`config.mk`:
```
export PLATFORM = sky130hd
export DESIGN_NAME = mod_clk_stop_ctrl
export DESIGN_NICKNAME = d
export VERILOG_FILES = /design/src/rtl/mcs_pkg.sv /design/src/rtl/mcs_regif.sv /design/src/rtl/mcs_settle_bit.sv /design/src/rtl/mod_clk_stop_ctrl.sv
export SDC_FILE = /design/constraint.sdc
export NUM_CORES = 1
export LEC_CHECK = 0
export ABC_AREA = 1
export CORE_UTILIZATION = 40
export DETAILED_ROUTE_END_ITERATION = 16
export GPL_TIMING_DRIVEN = 0
export PLACE_DENSITY = 0.72
export SLEW_MARGIN = 10
export SYNTH_ARGS = -nofsm -noshare
export SYNTH_HDL_FRONTEND = slang
export SYNTH_SLANG_ARGS = --single-unit
```
`constraint.sdc`:
```
create_clock -name clk -period 1.6 [get_ports clk]
set_clock_uncertainty 0.2 [all_clocks]
set_input_delay 0.16 -clock clk [delete_from_list [all_inputs] [get_ports clk]]
set_output_delay 0.16 -clock clk [all_outputs]
set_load 0.01 [all_outputs]
```
`src/rtl/mcs_pkg.sv`:
```
package mcs_pkg;

  // Byte offsets decoded by the register interface
  localparam int STOP_OFS = 0;
  localparam int STAT_OFS = 4;

  typedef enum logic [1:0] {
    SEL_NONE = 2'd0,
    SEL_STOP = 2'd1,
    SEL_STAT = 2'd2
  } reg_sel_e;

  // A status bit is due to copy its stop bit when it differs, the count
  // has reached its last value and no fresh change restarts the wait.
  function automatic logic settle_due(input logic mismatch,
                                      input logic at_last,
                                      input logic restart);
    return mismatch && at_last && !restart;
  endfunction

endpackage

```
`src/rtl/mcs_regif.sv`:
```
module mcs_regif
  import mcs_pkg::*;
#(
  parameter int NUM_MODS = 16,
  parameter int ADDR_W   = 4
) (
  input  logic                clk,
  input  logic                rst_n,
  input  logic                bus_sel,
  input  logic                bus_wr,
  input  logic [ADDR_W-1:0]   bus_addr,
  input  logic [NUM_MODS-1:0] bus_wdata,
  output logic [NUM_MODS-1:0] stop_q,
  output logic [NUM_MODS-1:0] chg_mask,
  output reg_sel_e            reg_sel
);

  localparam logic [ADDR_W-1:0] STOP_A = ADDR_W'(STOP_OFS);
  localparam logic [ADDR_W-1:0] STAT_A = ADDR_W'(STAT_OFS);

  function automatic reg_sel_e decode(input logic [ADDR_W-1:0] a);
    if (a == STOP_A) return SEL_STOP;
    if (a == STAT_A) return SEL_STAT;
    return SEL_NONE;
  endfunction

  // Bits whose value a write actually flips
  function automatic logic [NUM_MODS-1:0] flip_mask(input logic hit,
                                                    input logic [NUM_MODS-1:0] nxt,
                                                    input logic [NUM_MODS-1:0] cur);
    return hit ? (nxt ^ cur) : '0;
  endfunction

  logic stop_wr;
  logic stat_wr;

  assign reg_sel  = decode(bus_addr);
  assign stop_wr  = bus_sel && bus_wr && (reg_sel == SEL_STOP);
  assign stat_wr  = bus_sel && bus_wr && (reg_sel != SEL_STOP);
  assign chg_mask = flip_mask(stop_wr, bus_wdata, stop_q);

  always_ff @(posedge clk or negedge rst_n) begin
    if (!rst_n) stop_q <= '1;
    else if (stop_wr) stop_q <= bus_wdata;
  end

  AST_STOP_LOADS: assert property (@(posedge clk) disable iff (!rst_n)
    stop_wr |=> (stop_q == $past(bus_wdata)));
  AST_OTHER_WR_IGNORED: assert property (@(posedge clk) disable iff (!rst_n)
    stat_wr |=> $stable(stop_q));

endmodule

```
`src/rtl/mcs_settle_bit.sv`:
```
module mcs_settle_bit
  import mcs_pkg::*;
#(
  parameter int SETTLE_CYCLES = 12
) (
  input  logic clk,
  input  logic rst_n,
  input  logic stop_i,
  input  logic chg_i,
  output logic stat_o
);

  localparam int CW = $clog2(SETTLE_CYCLES + 1);
  localparam logic [CW-1:0] LAST_C = CW'(SETTLE_CYCLES - 1);

  logic [CW-1:0] cnt_q;
  logic          mismatch;
  logic          at_last;
  logic          due;

  assign mismatch = (stop_i != stat_o);
  assign at_last  = (cnt_q == LAST_C);
  assign due      = settle_due(mismatch, at_last, chg_i);

  always_ff @(posedge clk or negedge rst_n) begin
    if (!rst_n) begin
      cnt_q  <= '0;
      stat_o <= 1'b1;
    end else if (chg_i) begin
      cnt_q <= '0;
    end else if (due) begin
      cnt_q  <= '0;
      stat_o <= stop_i;
    end else if (mismatch) begin
      cnt_q <= cnt_q + 1'b1;
    end else begin
      cnt_q <= '0;
    end
  end

  AST_STAT_COPIES_WHEN_DUE: assert property (@(posedge clk) disable iff (!rst_n)
    due |=> (stat_o == $past(stop_i)));
  AST_STAT_HOLDS_OTHERWISE: assert property (@(posedge clk) disable iff (!rst_n)
    !due |=> $stable(stat_o));
  AST_CNT_IN_RANGE: assert property (@(posedge clk) disable iff (!rst_n)
    cnt_q <= LAST_C);
  AST_CHANGE_DELAYS: assert property (@(posedge clk) disable iff (!rst_n)
    chg_i |=> $stable(stat_o));

endmodule

```
`src/rtl/mod_clk_stop_ctrl.sv`:
```
module mod_clk_stop_ctrl
  import mcs_pkg::*;
#(
  parameter int NUM_MODS      = 16,
  parameter int ADDR_W        = 4,
  parameter int SETTLE_CYCLES = 12
) (
  input  logic                clk,
  input  logic                rst_n,
  input  logic                bus_sel,
  input  logic                bus_wr,
  input  logic [ADDR_W-1:0]   bus_addr,
  input  logic [NUM_MODS-1:0] bus_wdata,
  output logic [NUM_MODS-1:0] bus_rdata,
  output logic [NUM_MODS-1:0] mod_clk_en
);

  localparam int POLL_BOUND = 1000;

  initial begin
    assert (NUM_MODS == 8 || NUM_MODS == 16 || NUM_MODS == 32)
      else $error("NUM_MODS must be 8, 16 or 32");
    assert (SETTLE_CYCLES >= 1 && SETTLE_CYCLES <= POLL_BOUND / 4)
      else $error("SETTLE_CYCLES must stay well below the poll bound");
  end

  logic [NUM_MODS-1:0] stop_q;
  logic [NUM_MODS-1:0] chg_mask;
  logic [NUM_MODS-1:0] stat_q;
  reg_sel_e            reg_sel;

  mcs_regif #(.NUM_MODS(NUM_MODS), .ADDR_W(ADDR_W)) regif_i (
    .clk      (clk),
    .rst_n    (rst_n),
    .bus_sel  (bus_sel),
    .bus_wr   (bus_wr),
    .bus_addr (bus_addr),
    .bus_wdata(bus_wdata),
    .stop_q   (stop_q),
    .chg_mask (chg_mask),
    .reg_sel  (reg_sel)
  );

  for (genvar g = 0; g < NUM_MODS; g++) begin : g_bit
    mcs_settle_bit #(.SETTLE_CYCLES(SETTLE_CYCLES)) settle_i (
      .clk   (clk),
      .rst_n (rst_n),
      .stop_i(stop_q[g]),
      .chg_i (chg_mask[g]),
      .stat_o(stat_q[g])
    );
  end

  function automatic logic [NUM_MODS-1:0] read_mux(input reg_sel_e s,
                                                   input logic [NUM_MODS-1:0] stp,
                                                   input logic [NUM_MODS-1:0] sts);
    case (s)
      SEL_STOP: return stp;
      SEL_STAT: return sts;
      default:  return '0;
    endcase
  endfunction

  assign bus_rdata  = read_mux(reg_sel, stop_q, stat_q);
  assign mod_clk_en = ~stop_q;

  AST_ENABLE_FOLLOWS_WRITE: assert property (@(posedge clk) disable iff (!rst_n)
    (bus_sel && bus_wr && reg_sel == SEL_STOP) |=> (mod_clk_en == ~$past(bus_wdata)));
  AST_STATUS_LAGS_CHANGE: assert property (@(posedge clk) disable iff (!rst_n)
    (chg_mask != '0) |=> ((stat_q & $past(chg_mask)) == ($past(stat_q) & $past(chg_mask))));
  AST_STATUS_WR_NO_EFFECT: assert property (@(posedge clk) disable iff (!rst_n)
    (bus_sel && bus_wr && reg_sel != SEL_STOP) |=> $stable(mod_clk_en));

endmodule

```
==> impl_metrics.tcl <==
set metrics [dict create \
    routed_wl_mm 11.31 \
    avgSynthCellArea_um2 8.456 \
    vias 4094 \
    grt_max_degree 52 \
    core.rowCount 40 \
    finalCriticalPeriod_ps 1603 \
    yosysTopAreaCell "dfrtp_1" \
    drt_iter0_markers 160 \
    drive_above_1_share_pct 23.00 \
    n_antenna_cell 0 \
    routabilityCongestion 0.7617 \
    finalSetupTns_ps -3.512 \
    clkTransAtPathRegs_ps 60 \
    synth.area.top_cells "dfrtp_1, dfstp_2, nand2_1, inv_1, nor2_1" \
    initial_core_util_pct 41.44 \
    rsz0062_at_grt "yes" \
    maxCapViolCount 0 \
    syn_area_um2 5040 \
    clkLatencyLatePin_ps 350 \
    area_growth_pct 27.46 \
    crit_path_max_fanout 3 \
    fin_cells 868 \
    cts_tree "built" \
    syn-instance-count 596 \
    dpl.cell_count 820 \
    setup_slack_ps -3.472 \
    fmax_ghz 0.6236 \
    grt_pass1_vias 4133 \
    power.total_mw 6.265 \
    place_hpwl_mm 7.708 \
    violations "negative setup slack" \
    ys_types 24 \
    hold_violations 0 \
    dr.pass1.iters 4 \
    max_slew_margin_pct 58.66 \
    ys_ff_latch 96 \
    p_per_area_nw_per_um2 975.3 \
    synth_nets 636 \
    die_h_um 114.2 \
    viasPerCell 4.717 \
    coreArea_um2 12160 \
    cp-end-kind "output pin" \
    wl_per_cell_um 13.02 \
    grt_first_pass_wirelength_mm 18.66 \
    cp.arrival_ps 1240 \
    dieWidth_um 114.2 \
    leakage_nw 3.293 \
    route.detailed.drc 0 \
    setup_viol_count_final 2 \
    grt-ovfl-total 0 \
    track_usage_pct 18.50 \
    fillCellCount 1135 \
    hold_path_class "in2async" \
    cts_sinks 96 \
    ys_seq_area_share_pct 48.46 \
    whs_ps 160.9 \
    h-tree-depth 3 \
    slew_violations 0 \
    drtAntennaViolNets 0 \
    peakVddDrop_mv 0.4508 \
    cts_root_buf "clkbuf_16" \
    tightest_slew_ps 620.1 \
    worstSetupStartpointType "flop" \
    cts-buffers-inserted 9 \
    io-pin-count 56 \
    num-nets-final 735 \
    io_buffers 55 \
    period_share_pct 100.2 \
    synth_warnings 0 \
    cts_buffer_depth 2 \
    yosysTopAreaCellShare_pct 31.78 \
    grt_antenna_before_repair 0 \
    status "complete, but fails checks" \
    worstPathRequired_ps 1240 \
    worstSetupPathType "reg2out" \
    dieArea_um2 13050 \
]
## critical path: stages, from the launching register on
cell     delay, ps
dfstp_2        550
inv_2           50
o22ai_2        150
buf_2          150
## cell type report
| cell class | instances | area [um^2] | share of cell area, % |
|---|---|---|---|
| plain buffers | 8 | 85.08 | 1.325 |
| clock buffers | 13 | 260.3 | 4.051 |
| clock inverters | 3 | 40.04 | 0.6233 |
| inverters | 112 | 420.4 | 6.545 |
| multi-input cells | 380 | 2228 | 34.69 |
| flip-flops and latches | 96 | 2442 | 38.02 |
| well taps | 168 | 210.2 | 3.272 |
| repair buffers | 88 | 737.0 | 11.47 |
## final timing paths
path | from | slack (ps) | cells after the start | end
setup reg to reg | regif_i.stop_q[3]$_DFFE_PN1N_ | 110 | 8 | g_bit[3].settle_i.cnt_q[3]$_DFF_PN0_
min in group clk | bus_wdata[10] | 200 | 3 | regif_i.stop_q[10]$_DFFE_PN1N_
hold / removal | rst_n | 160 | 2 | g_bit[3].settle_i.cnt_q[1]$_DFF_PN0_
max in group asynchronous | rst_n | 320 | 3 | g_bit[8].settle_i.stat_o$_DFFE_PN1P_
hold reg to reg | g_bit[12].settle_i.cnt_q[0]$_DFF_PN0_ | 250 | 1 | g_bit[12].settle_i.cnt_q[0]$_DFF_PN0_
setup / recovery | regif_i.stop_q[6]$_DFFE_PN1N_ | -3 | 3 | bus_rdata[6]
## Yosys cell counts, drive strengths merged
master,instances
inv,112
nand2,135
o22ai,16
nand3,49
dfrtp,64
dfstp,32
nor2,83
clkbuf,1
buf,7
nand3b,2
o21ai,32
xor2,32
xnor2,15
ha,16
## per-stage QoR
step                setup WS [ps]  area (um^2)  utilization [%]
detailed placement          -1043         5826            47.90
floorplan                   264.2         5040                -
global placement            -3236         5801            47.70
global route               -31.53         6424            52.82
finish                     -3.472         6424            52.82
CTS                        -13.17         6316            51.93
## metal layers
layer	vias up	wire (um)	track usage (%)
met3	16	520	5.082
li1	2018	-	-
met2	90	5803	32.89
met1	1970	4776	21.60
met5	-	0	0
met4	0	205	5.801
## registers in the layout (all words and copies together), names as in the netlist
register	cells
regif_i.stop_q	16
g_bit.settle_i.cnt_q	64
g_bit.settle_i.stat_o	16
## what timing repair did
| item | 4_1_cts | 5_1_grt |
|---|---|---|
| pin swaps | 19 | 6 |
| setup endpoints to repair | 32 | 25 |
| hold buffers | 1 | 0 |
| setup buffers | 24 | 6 |
| endpoints found under the hold margin | 31 | 0 |
| gates resized for setup | 115 | 30 |
| gates cloned | 1 | 0 |
## cells by family (layout without fill, tap and decap cells)
logic type	count (synthesis)	count (layout)	share of synthesized area (%)
compound gates	48	48	5.164
xor+xnor	47	47	8.168
fa+ha+maj	16	16	3.972
buf+inv	120	224	9.682
flops	96	96	48.46
simple gates	269	269	24.55
## power breakdown
| group | switching [mW] | internal (mW) | leakage (nW) |
|---|---|---|---|
| Combinational | 0.717 | 0.531 | 1.93 |
| Sequential | 0.146 | 2.69 | 1.21 |
| Clock | 0.891 | 1.29 | 0.150 |
## placed cells by master, fill, tap and decap left out, types with 15 or more instances in the layout
| cell type | n |
|---|---|
| buf_2 | 15 |
| nand2_1 | 124 |
| dfstp_2 | 32 |
| xor2_1 | 32 |
| nor2_1 | 79 |
| buf_4 | 31 |
| inv_1 | 94 |
| clkdlybuf4s50_1 | 18 |
| o21ai_0 | 26 |
| dfrtp_1 | 64 |
| ha_1 | 16 |
| inv_2 | 18 |
| xnor2_1 | 15 |
| nand3_1 | 39 |
Power figures use the tool's default switching activity.
